--- src/rtl/rrb_pkg.sv ---
package rrb_pkg;
  typedef enum logic [1:0] {
    ST_IDLE  = 2'd0,
    ST_ISSUE = 2'd1,
    ST_FILL  = 2'd2
  } rrb_state_e;
endpackage

--- src/rtl/rrb_ctrl.sv ---
module rrb_ctrl
  import rrb_pkg::*;
#(
  parameter int ADDR_W = 32,
  parameter int TAG_W = 4,
  parameter logic [TAG_W-1:0] UNIT_ID = 'h5,
  parameter int BLK_BYTES = 64,
  parameter int THR_W = 2,
  parameter int BCNT_W = 3
) (
  input  logic              clk_i,
  input  logic              rst_ni,
  input  logic              req_valid_i,
  input  logic [ADDR_W-1:0] req_addr_i,
  input  logic              req_lock_i,
  input  logic [THR_W-1:0]  thresh_i,
  input  logic              up_ready_i,
  input  logic              done_i,
  output logic              req_ready_o,
  output logic              up_valid_o,
  output logic [ADDR_W-1:0] up_addr_o,
  output logic [TAG_W-1:0]  up_tag_o,
  output logic              up_ilock_o,
  output logic              fill_o,
  output logic [BCNT_W-1:0] thr_beats_o
);
  localparam int OFF_W = $clog2(BLK_BYTES);

  rrb_state_e        st_q;
  logic [ADDR_W-1:0] addr_q;
  logic              lock_q;
  logic [BCNT_W-1:0] thr_q;

  always_ff @(posedge clk_i or negedge rst_ni) begin
    if (!rst_ni) begin
      st_q   <= ST_IDLE;
      addr_q <= '0;
      lock_q <= 1'b0;
      thr_q  <= BCNT_W'(1);
    end else begin
      case (st_q)
        ST_IDLE: if (req_valid_i) begin
          st_q   <= ST_ISSUE;
          addr_q <= {req_addr_i[ADDR_W-1:OFF_W], OFF_W'(0)};
          lock_q <= req_lock_i;
          thr_q  <= BCNT_W'(thresh_i) + BCNT_W'(1);
        end
        ST_ISSUE: if (up_ready_i) st_q <= ST_FILL;
        ST_FILL:  if (done_i) st_q <= ST_IDLE;
        default:  st_q <= ST_IDLE;
      endcase
    end
  end

  assign req_ready_o = (st_q == ST_IDLE);
  assign up_valid_o  = (st_q == ST_ISSUE);
  assign up_addr_o   = addr_q;
  assign up_tag_o    = UNIT_ID;
  assign up_ilock_o  = lock_q;
  assign fill_o      = (st_q == ST_FILL);
  assign thr_beats_o = thr_q;

  // an accepted request leads to a command on the next cycle
  a_r1_accept_issues: assert property (@(posedge clk_i) disable iff (!rst_ni)
    req_ready_o && req_valid_i |=> up_valid_o);

  // command held stable until taken
  a_r2_cmd_hold: assert property (@(posedge clk_i) disable iff (!rst_ni)
    up_valid_o && !up_ready_i |=> up_valid_o && $stable(up_addr_o) && $stable(up_ilock_o));
endmodule

--- src/rtl/rrb_store.sv ---
module rrb_store #(
  parameter int TAG_W = 4,
  parameter logic [TAG_W-1:0] UNIT_ID = 'h5,
  parameter int BEAT_W = 128,
  parameter int DW = 32,
  parameter int BEATS = 4,
  parameter int BCNT_W = 3,
  parameter int IDX_W = 4
) (
  input  logic              clk_i,
  input  logic              rst_ni,
  input  logic              fill_i,
  input  logic              clr_i,
  input  logic              ret_valid_i,
  input  logic [TAG_W-1:0]  ret_tag_i,
  input  logic [BEAT_W-1:0] ret_data_i,
  input  logic [IDX_W-1:0]  rd_idx_i,
  output logic [BCNT_W-1:0] beats_o,
  output logic [DW-1:0]     rd_data_o
);
  localparam int WPB   = BEAT_W / DW;
  localparam int WORDS = BEATS * WPB;

  logic [BCNT_W-1:0]          beats_q;
  logic [WORDS-1:0][DW-1:0]   mem_q;
  logic [WORDS-1:0]           we;
  logic                       cap;

  assign cap = fill_i && ret_valid_i && (ret_tag_i == UNIT_ID)
            && (beats_q < BCNT_W'(BEATS));

  for (genvar b = 0; b < BEATS; b++) begin : g_beat
    for (genvar k = 0; k < WPB; k++) begin : g_word
      assign we[b*WPB+k] = cap && (beats_q == BCNT_W'(b));
    end
  end

  always_ff @(posedge clk_i or negedge rst_ni) begin
    if (!rst_ni)    beats_q <= '0;
    else if (clr_i) beats_q <= '0;
    else if (cap)   beats_q <= beats_q + BCNT_W'(1);
  end

  always_ff @(posedge clk_i) begin
    for (int w = 0; w < WORDS; w++) begin
      if (we[w]) mem_q[w] <= ret_data_i[(w % WPB)*DW +: DW];
    end
  end

  assign beats_o   = beats_q;
  assign rd_data_o = mem_q[rd_idx_i];

  // fill count never drops during a read
  a_r9_fill_grows: assert property (@(posedge clk_i) disable iff (!rst_ni)
    fill_i && !clr_i |=> beats_o >= $past(beats_o));
endmodule

--- src/rtl/rrb_drain.sv ---
module rrb_drain #(
  parameter int BEATS = 4,
  parameter int WPB = 4,
  parameter int BCNT_W = 3,
  parameter int IDX_W = 4
) (
  input  logic              clk_i,
  input  logic              rst_ni,
  input  logic              fill_i,
  input  logic [BCNT_W-1:0] beats_i,
  input  logic [BCNT_W-1:0] thr_i,
  input  logic              pci_ready_i,
  output logic [IDX_W-1:0]  rd_idx_o,
  output logic              pci_valid_o,
  output logic              pci_last_o,
  output logic              done_o
);
  localparam int SH    = $clog2(WPB);
  localparam int WORDS = BEATS * WPB;

  logic [IDX_W-1:0]  rd_q;
  logic [BCNT_W-1:0] rd_beat;
  logic              hs;

  assign rd_beat     = BCNT_W'(rd_q >> SH);
  assign pci_valid_o = fill_i && (beats_i >= thr_i) && (rd_beat < beats_i);
  assign hs          = pci_valid_o && pci_ready_i;
  assign pci_last_o  = pci_valid_o && (rd_q == IDX_W'(WORDS-1));
  assign done_o      = hs && pci_last_o;
  assign rd_idx_o    = rd_q;

  always_ff @(posedge clk_i or negedge rst_ni) begin
    if (!rst_ni)     rd_q <= '0;
    else if (done_o) rd_q <= '0;
    else if (hs)     rd_q <= rd_q + IDX_W'(1);
  end

  // an offered word stays offered until taken
  a_r8_valid_hold: assert property (@(posedge clk_i) disable iff (!rst_ni)
    pci_valid_o && !pci_ready_i |=> pci_valid_o && $stable(rd_idx_o));


  a_r11_last_with_valid: assert property (@(posedge clk_i) disable iff (!rst_ni)
    pci_last_o |-> pci_valid_o);
endmodule

--- src/rtl/rd_return_buf.sv ---
module rd_return_buf #(
  parameter int ADDR_W = 32,
  parameter int TAG_W = 4,
  parameter logic [TAG_W-1:0] UNIT_ID = 'h5,
  parameter int BLK_BYTES = 64,
  parameter int BEAT_W = 128,
  parameter int DW = 32,
  localparam int BEATS = BLK_BYTES * 8 / BEAT_W,
  localparam int THR_W = $clog2(BEATS)
) (
  input  logic              clk_i,
  input  logic              rst_ni,
  input  logic              req_valid_i,
  input  logic [ADDR_W-1:0] req_addr_i,
  input  logic              req_lock_i,
  input  logic [THR_W-1:0]  thresh_i,
  output logic              req_ready_o,
  output logic              up_valid_o,
  input  logic              up_ready_i,
  output logic [ADDR_W-1:0] up_addr_o,
  output logic [TAG_W-1:0]  up_tag_o,
  output logic              up_ilock_o,
  input  logic              ret_valid_i,
  input  logic [TAG_W-1:0]  ret_tag_i,
  input  logic [BEAT_W-1:0] ret_data_i,
  output logic              pci_valid_o,
  input  logic              pci_ready_i,
  output logic [DW-1:0]     pci_data_o,
  output logic              pci_last_o
);
  localparam int WPB    = BEAT_W / DW;
  localparam int WORDS  = BEATS * WPB;
  localparam int BCNT_W = $clog2(BEATS + 1);
  localparam int IDX_W  = $clog2(WORDS);

  logic              fill;
  logic              done;
  logic [BCNT_W-1:0] thr_beats;
  logic [BCNT_W-1:0] beats;
  logic [IDX_W-1:0]  rd_idx;

  rrb_ctrl #(
    .ADDR_W(ADDR_W), .TAG_W(TAG_W), .UNIT_ID(UNIT_ID),
    .BLK_BYTES(BLK_BYTES), .THR_W(THR_W), .BCNT_W(BCNT_W)
  ) u_ctrl (
    .clk_i(clk_i), .rst_ni(rst_ni),
    .req_valid_i(req_valid_i), .req_addr_i(req_addr_i),
    .req_lock_i(req_lock_i), .thresh_i(thresh_i),
    .up_ready_i(up_ready_i), .done_i(done),
    .req_ready_o(req_ready_o), .up_valid_o(up_valid_o),
    .up_addr_o(up_addr_o), .up_tag_o(up_tag_o), .up_ilock_o(up_ilock_o),
    .fill_o(fill), .thr_beats_o(thr_beats)
  );

  rrb_store #(
    .TAG_W(TAG_W), .UNIT_ID(UNIT_ID), .BEAT_W(BEAT_W), .DW(DW),
    .BEATS(BEATS), .BCNT_W(BCNT_W), .IDX_W(IDX_W)
  ) u_store (
    .clk_i(clk_i), .rst_ni(rst_ni), .fill_i(fill), .clr_i(done),
    .ret_valid_i(ret_valid_i), .ret_tag_i(ret_tag_i), .ret_data_i(ret_data_i),
    .rd_idx_i(rd_idx), .beats_o(beats), .rd_data_o(pci_data_o)
  );

  rrb_drain #(
    .BEATS(BEATS), .WPB(WPB), .BCNT_W(BCNT_W), .IDX_W(IDX_W)
  ) u_drain (
    .clk_i(clk_i), .rst_ni(rst_ni), .fill_i(fill),
    .beats_i(beats), .thr_i(thr_beats), .pci_ready_i(pci_ready_i),
    .rd_idx_o(rd_idx), .pci_valid_o(pci_valid_o), .pci_last_o(pci_last_o),
    .done_o(done)
  );

  // the buffer frees only right after the final word handshake
  a_r10_free_after_last: assert property (@(posedge clk_i) disable iff (!rst_ni)
    $rose(req_ready_o) |-> $past(pci_last_o && pci_valid_o && pci_ready_i));
endmodule

--- config.mk ---
export PLATFORM = sky130hd
export DESIGN_NAME = rd_return_buf
export DESIGN_NICKNAME = d
export VERILOG_FILES = /design/src/rtl/rrb_pkg.sv /design/src/rtl/rrb_ctrl.sv /design/src/rtl/rrb_store.sv /design/src/rtl/rrb_drain.sv /design/src/rtl/rd_return_buf.sv
export SDC_FILE = /design/constraint.sdc
export NUM_CORES = 1
export LEC_CHECK = 0
export ABC_AREA = 1
export CORE_ASPECT_RATIO = 0.75
export CORE_MARGIN = 2
export CORE_UTILIZATION = 57
export DETAILED_ROUTE_END_ITERATION = 6
export GPL_TIMING_DRIVEN = 0
export PLACE_DENSITY = 0.8
export SLEW_MARGIN = 20
export SYNTH_ARGS = -nofsm -noshare
export SYNTH_HDL_FRONTEND = slang
export SYNTH_HIERARCHICAL = 1
export SYNTH_SLANG_ARGS = --single-unit
--- constraint.sdc ---
create_clock -name clk_i -period 8.4 [get_ports clk_i]
set_clock_uncertainty 0.15 [all_clocks]
set_input_delay 1.68 -clock clk_i [delete_from_list [all_inputs] [get_ports clk_i]]
set_output_delay 1.68 -clock clk_i [all_outputs]
set_load 0.005 [all_outputs]
### Word-level counts from Yosys, hierarchy flattened

Cells that the tools add are included.

* magnitude comparators: 4
* reduce and logical (&&, ||, !) cells: 18
* $add $sub $neg: 3
* equal/unequal tests: 10
* multiplexer cells: 10

Operators by type and width (number)
* 32-bit binary-select mux with 4-bit select: 1
* 32-bit two-way mux: 1
* 1-bit logical AND: 12
* 4-bit two-way mux: 2
* 3-bit by 2-bit equality test with 1-bit output, second input constant: 2
* 2-bit two-way mux: 3
* 3-bit two-way mux: 2
* 2-bit case mux with 3 select lines: 1
* 4-bit by 5-bit less-than comparator with 1-bit output, second input constant: 1
* 4-bit by 1-bit adder with 4-bit output, second input constant: 1
* 4-bit by 3-bit equality test with 1-bit output, second input constant: 1
* 4-bit equality test, second input constant: 1
* 2-bit != test, second input constant: 2
* 2-bit nonzero test: 2
* 2-bit by 1-bit adder with 3-bit output, second input constant: 1
* 3-bit by 1-bit adder with 3-bit output, second input constant: 1
* 3-bit by 1-bit equality test with 1-bit output, second input constant: 1
* 3-bit greater-or-equal comparator: 1
* 3-bit zero test: 1
* 2-bit by 3-bit less-than comparator with 1-bit output: 1
* 3-bit less-than comparator, second input constant: 1
* 3-bit AND reduction: 1
* 2-bit by 1-bit equality test with 1-bit output, second input constant: 1
* 2-bit equality test, second input constant: 1
* 3 further kinds: 3

* output and inout bits: 73
* bits in registers: 551
* word-level logic and storage cells: 67

### Longest topological paths before layout

Gate-level depths: netlist of run 1.

* depth after elaboration: 7
* mapped depth: 14
* depth with buffers taken out: 14

### Cells and area by module

Netlist of run 1, hierarchy kept.

By module, submodules not included
* rrb_store: cells an instance 2096, area each 22230.1 um^2, instances 1, sequential area each 15449.8 um^2
* rrb_ctrl: cells an instance 157, area each 1416.4 um^2, instances 1, sequential area each 802.0 um^2
* rrb_drain: cells an instance 51, area each 364.1 um^2, instances 1, sequential area each 100.1 um^2

### Worst setup path before layout of run 1

OpenSTA, ideal clock, no wires.

* kind: in2reg
* start point: in ret_valid_i
* end point: reg u_store/mem_q[0] (netlist name), enable pin
* data arrival time: 7.340 ns
* stages on the path: 4
* slack: 0.293 ns
* library setup time: 0.617 ns
* cell sequence: nand2_1 -> nor2_1 -> nand3_1 -> nor2_1

* longest elaborated chain between the ends: 4

RTL lines
* start: declaration: line rd_return_buf.sv:23 `input logic ret_valid_i,`
* 1-bit logical AND (2 in a row): line rrb_store.sv:29 `assign cap = fill_i && ret_valid_i && (ret_tag_i == UNIT_ID)`
* 1-bit logical AND: line rrb_store.sv:30 `&& (beats_q < BCNT_W'(BEATS));`
* 1-bit logical AND: line rrb_store.sv:34 `assign we[b*WPB+k] = cap && (beats_q == BCNT_W'(b));`
* via u_store.we[0]: line rrb_store.sv:26 `logic [WORDS-1:0] we;`
* end signal: indexed assignment: line rrb_store.sv:46 `if (we[w]) mem_q[w] <= ret_data_i[(w % WPB)*DW +: DW];`
* end: declaration: line rrb_store.sv:25 `logic [WORDS-1:0][DW-1:0] mem_q;`

The timed path passes the listed nets, and every way through them passes these cells.
A chain may end at the register's enable or synchronous reset.

### Worst setup path after layout of run 1

* start point: reg u_drain.rd_q[2] (netlist: u_drain/rd_idx_o[2])
* end point: out pci_data_o[21]

* longest elaborated chain between the ends: 2

RTL lines
* start: declaration: line rrb_drain.sv:21 `logic [IDX_W-1:0] rd_q;`
* start signal: assignment: line rrb_drain.sv:35 `else if (hs) rd_q <= rd_q + IDX_W'(1);`
* 32-bit binary-select mux with 4-bit select: line rrb_store.sv:51 `assign rd_data_o = mem_q[rd_idx_i];`
* 32-bit two-way mux (not written as such): line rrb_store.sv:51
* end: declaration: line rd_return_buf.sv:28 `output logic [DW-1:0] pci_data_o,`

No other way between the ends. The select of a mux whose other input is x is not followed.

==> results of run 1 <==
-- critical path, delay by kind of cell, from the launching register on --
kind                   cells  cell delay, ns
buffers and inverters      3            1.73
AND/OR/NAND/NOR            3            0.46
flip-flops                 1            0.55
-- layout make-up --
type	instances	area, um2	area share (%)
repair buffers	254	2908	9.935
clock inverters	27	161.4	0.5515
plain buffers	124	854.6	2.920
inverters	409	1538	5.254
clock buffers	66	1396	4.771
diodes	8	20.02	0.06840
flip-flops and latches	551	16350	55.87
well taps	569	711.9	2.432
multi-input cells	1228	5326	18.20
-- cells in the mapped netlist (2+ instances only) --
cell type    n  share of area, %
buf_1       14              0.22
buf_2       43              0.90
buf_4       20              0.63
buf_6       31               1.5
clkbuf_1    14              0.22
conb_1       2             0.031
dfrtp_1     38               4.0
edfxtp_1   512                64
ha_1        11              0.57
inv_1      407               6.4
nand2_1    759                12
nand2_4      2             0.094
nand3_1    422               8.8
nand4_1      2             0.052
nor2_1      10              0.16
nor2_4       2             0.094
nor3_1       2             0.042
o21ai_0      2             0.042
o21bai_1     2             0.063
-- metrics by stage --
| stage | TNS [ns] | utilization, % | total power [uW] | area [um2] | worst slack, ns |
|---|---|---|---|---|---|
| final | 0 | 70.02 | 8942 | 29270 | 3.256 |
| after global routing | 0 | 70.01 | 9211 | 29270 | 3.260 |
| after CTS | 0 | 69.97 | 8795 | 29250 | 3.382 |
| after detailed placement | 0 | 66.24 | 6607 | 27690 | 3.773 |
| after global placement | -1974.55 | 64.70 | 6532 | 27040 | -3.919 |
| after floorplan | 0 | - | 5013 | 24040 | 0.2929 |
-- per-layer routing --
metal  routed length (um)  share of wire, %
met5                    0                 0
met4                 3712               5.2
met3                10230                14
met2                31620                44
met1                25590                36
-- kinds of logic (layout without fill, tap and decap cells) --
family                     Yosys count  after routing  share of synthesized area (%)
and+or+nand+nor                   1200           1200                          21.13
DFF                                551            551                          68.10
buffers and inverters              533            880                          9.964
adders and majority gates           11             11                         0.5732
AOI/OAI and AO/OA                    6              6                         0.1615
other                                2             18                        0.03128
xor gates and xnor gates             1              1                        0.03648
-- power by group --
group          switching (uW)  total, uW  internal, uW
clock                     992       2190          1200
combinational            2340       3600          1260
sequential               67.7       3150          3080
total                    3400       8940          5550
-- sequential cells by signal (all words and copies together), names as in the netlist --
signal / count
u_store/mem_q: 512
u_drain/rd_idx_o: 4
u_ctrl/up_ilock_o: 1
u_ctrl/st_q: 2
u_ctrl/thr_beats_o: 3
u_ctrl/up_addr_o: 26
u_store/beats_o: 3
-- worst max-delay path by stage --
| stage | startpoint | endpoint |
|---|---|---|
| after global routing | u_drain/rd_idx_o[1] | pci_data_o[21] |
| after global placement | ret_valid_i | u_store/mem_q[406] |
| final | u_drain/rd_idx_o[2] | pci_data_o[21] |
| after detailed placement | ret_tag_i[0] | u_store/mem_q[22] |
| after CTS | u_drain/rd_idx_o[1] | pci_data_o[21] |
| after floorplan | ret_valid_i | u_store/mem_q[0] |
==> run metrics, run 1 <==
DRC viols 6; Die H 181.7 um; Skew-Pair Late Insertion Delay 0.58 ns; leak pwr 0.01261 uW; worst min path class reg2reg; Slew headroom 22.93%; Non-Filler Instances 3236; end point of the worst hold path u_ctrl/up_addr_o[13]; M1 GR Usage 43.99%; Detail Route Antenna Nets 0; endpoint type of the worst setup path output port; FF-to-FF End u_store/mem_q[54]; max incr delay on CP 0.89 ns; initial core utilization 57.44%; maximum VDD drop 0.2476 mV; Rows 65; Post-Synthesis Cells 2304; number of synthesized register bits 551; Mapped Area 24010 um2; Fmax 0.1944 GHz; hold path start u_ctrl/up_addr_o[13]; met2 usage 49.52%; slowest stage cell, crit path buf_1; grt ovf 0; post-route clock period utilization 61.24%; Clk Tree Root Cell clkbuf_16; CTS tree done; fraction of layout cells with a size suffix above 1 7.710%; Post-synth top flop edfxtp_1; Slew Viols, Final 0; number of gates resized after cts 0; Initial DRC Count 3078; power per cell area 305.5 nW/um2; CP Data Arrival Time 3.31 ns; Die Wd 241.0 um; Post-CTS Setup Repair Bufs 0; via count 18.32k; Netlist cell types 28; Hold Vio Cnt, Final 0; via-per-instance ratio 5.662; routability congestion estimate from global placement 0.9130; nets 2804; Post-synth EDFFs 512; Setup CP Type reg2out; core area 41800 um2; Yosys warnings 6; largest net degree at the start of global routing 31; first-pass GRT wire length 104.7 mm; initial antenna violation count 8; I/O pin total 246; Post-CTS Hold Buffers 0; # setup viols final 0; Startpoint Class flop; Max Root-Sink Buffers 3; vias in the first global route 17.97k; Worst Tran Pin Value 1.156 ns; Die Area 43800 um2; hold path depth 2; Layout area overhead 21.90%; post-synthesis sequential area ratio 68.10%; cells on worst reg2reg path 9; gr usage total 32.60%; WL final 71.15 mm; Post-Syn Area per Cell 10.42 um2; RR Startpoint u_ctrl/st_q[1]; Final min period 5.144 ns; number of H-tree levels 2; violated checks design-rule violations; CP cell instances buf_2 > buf_1 > nand3_1 > nand3_1 > nand2_1 > clkdlybuf4s50_1; PortBufs 229; clk sinks 551; Crit Path Max Fanout 10; commonest non-fill, non-tap cells in the layout nand2_1 (759), edfxtp_1 (512), nand3_1 (422); Crit path top cell by count nand3_1; layout filler cell count 2884; Routed wire per std cell 21.99 um; status finished with violations; RSZ-0062 raised after global routing false; first-pass iteration count of the detailed router 7; ys async rst share 7.078%; worst endpoint required time 6.57 ns; CTS Buf Count 52; CTS clk-pin slew, worst paths 0.07 ns; R2R Setup Slk 5.22 ns; Most Used Layer, Global Route met2; hpwl dp 46.78 mm; Max-Cap Viols 0; met3 Use GR 8.468%; placed cells 3135; commonest non-fill, non-tap cell in the layout nand2_1; Fin Hold WS 0.3216 ns
Note: power is estimated with default switching activity, not from simulation.
==> run 2: changes to the inputs <==
Settings changed: CORE_UTILIZATION 57 to 52, PLACE_DENSITY 0.8 to 0.77.
Clock period 8.4 ns to 4.51 ns, I/O delays scaled along.
==> run 2 against run 1 <==
  * The run still ends with design-rule violations left
  * Combinational power rose by 84%
  * Non-clock buffer count fell by 1
  * Total power rose by 86%
  * Register-to-register slack got worse by 3.9 ns
  * Hold slack got worse by 0.21 ns
  * Global-route usage fell by 3.4 points
  * Die area rose by 9.4%
  * Cell area barely moved
  * Sequential share of layout area barely moved
  * Final cell count rose by 0.87%
==> run metrics, run 2 (synthesis results as in run 1) <==
status finished with violations; violated checks design-rule violations; Max Root-Sink Buffers 3 (unchanged); register with the most flip-flops u_store/mem_q; endpoint type of the worst setup path output port; CTS Buf Count 52 (unchanged); nets 2803 (-0.036%); max FFs per register 512 (unchanged); largest net degree at the start of global routing 26 (-16%); first-pass GRT wire length 103.6 mm (-1.1%); RSZ-0062 raised after global routing false; CTS tree done; maximum VDD drop 0.4502 mV (+82%); layout filler cell count 3380 (+17%); Post-CTS Hold Buffers 0 (unchanged); leak pwr 0.01258 uW (-0.26%); number of H-tree levels 2 (unchanged); Skew-Pair Late Insertion Delay 0.58 ns (about the same); Die Wd 252.1 um (+4.6%); initial core utilization 52.45% (-5.0 points); slowest stage cell, crit path buf_1; Max-Cap Viols 0 (unchanged); post-route clock period utilization 98.93%; core area 45770 um2 (+9.5%); CP cell instances buf_2 > buf_1 > nand3_1 > nand3_1 > nand2_1 > clkdlybuf4s50_1; commonest non-fill, non-tap cells in the layout nand2_1 (759), edfxtp_1 (512), nand3_1 (422); max incr delay on CP 0.95 ns (+0.06 ns); Slew Viols, Final 0 (unchanged); worst min path class in2async; Detail Route Antenna Nets 0 (unchanged); CP Data Arrival Time 3.41 ns (+0.10 ns); Hold Vio Cnt, Final 0 (unchanged); Worst Tran Pin Value 1.228 ns (+0.07248 ns); CTS clk-pin slew, worst paths 0.06 ns (about the same); fraction of layout cells with a size suffix above 1 7.400% (-0.31 points); # setup viols final 0 (unchanged); first-pass iteration count of the detailed router 7 (unchanged); via-per-instance ratio 5.549 (-2.0%); Pwr Total 16600 uW (+86%); Routed wire per std cell 21.62 um (-1.6%); hpwl dp 47.05 mm (+0.57%); worst endpoint required time 3.46 ns (-3.11 ns); WL final 70.58 mm (-0.80%); number of gates resized after cts 0 (unchanged); Crit path top cell by count nand3_1; initial antenna violation count 7 (-1); Clk Tree Root Cell clkbuf_16; Initial DRC Count 2727 (-11%); Crit Path Max Fanout 10 (unchanged); via count 18.11k (-1.2%); PortBufs 229 (unchanged); commonest non-fill, non-tap cell in the layout nand2_1; I/O pin total 246 (unchanged); DRC viols 3 (-3); gr usage total 29.19% (-3.4 points); grt ovf 0 (unchanged); routability congestion estimate from global placement 0.8889 (-2.6%); Die H 190.1 um (+4.6%); WP buf/inv 3 (unchanged); R2R Setup Slk 1.30 ns (-3.92 ns); Fmax 0.2241 GHz; post-layout util 63.93% (-6.1 points); Post-CTS Setup Repair Bufs 0 (unchanged); Layout area overhead 21.87% (about the same); vias in the first global route 17.66k (-1.7%); Rows 68 (+4.6%); clk sinks 551 (unchanged); Startpoint Class flop; Slew headroom 18.10% (-4.8 points); Final min period 4.462 ns; Setup CP Type reg2out; power per cell area 567.4 nW/um2 (+86%); Die Area 47930 um2 (+9.4%); family with the most delay on the worst path buffers and inverters
-- run 2: through the flow --
step | instance area, um2 | setup WS (ns) | setup TNS, ns | hold slack (ns) | cells
global placement | 27090 | -3.521 | -1784.38 | 0.3068 | 3136
global route | 29260 | 0.05606 | 0 | 0.1369 | 3264
finish | 29260 | 0.04843 | 0 | 0.1134 | 3264
floorplan | 24050 | -0.7169 | -367.08 | 0.2919 | 2312
detailed placement | 27690 | 0.5376 | 0 | 0.3112 | 3160
CTS | 29240 | 0.2117 | 0 | 0.1001 | 3257
-- run 2: path summary, 6_finish.rpt --
kind / from / end / depth (start not counted)
min in group clk_i: u_ctrl/up_addr_o[30] / u_ctrl/up_addr_o[30] / 2
max: u_drain/rd_idx_o[2] / pci_data_o[21] / 6
min reg2reg: u_ctrl/up_addr_o[30] / u_ctrl/up_addr_o[30] / 2
max in group asynchronous: rst_ni / u_ctrl/thr_beats_o[0] / 2
min: rst_ni / u_ctrl/up_addr_o[25] / 1
max reg2reg: u_ctrl/st_q[1] / u_store/mem_q[53] / 10
-- run 2: cell type report --
cell class	instances	area, um2	share of cell area [%]
Multi-Input combinational cell	1228	5326	18.20
Inverter	409	1538	5.255
Antenna cell	7	17.52	0.05986
Timing Repair Buffer	253	2873	9.817
Tap cell	595	744.5	2.544
Clock buffer	71	1373	4.691
Sequential cell	551	16350	55.88
Buffer	124	854.6	2.920
Clock inverter	26	183.9	0.6286
-- run 2: routing by layer --
metal / wire [um] / track usage (%) / vias up
li1: - / - / 8055
met1: 26200 / 40.31 / 8534
met2: 32030 / 45.52 / 1301
met3: 9632 / 6.116 / 221
met4: 2724 / 11.90 / 0
met5: 0 / 0 / -
-- run 2: where the power goes --
group / switching (uW) / internal [uW] / leakage [uW] / total [uW]
registers: 129 / 5750 / 0.00508 / 5870
logic: 4290 / 2340 / 0.00675 / 6630
clock network: 1850 / 2250 / 0.000753 / 4100
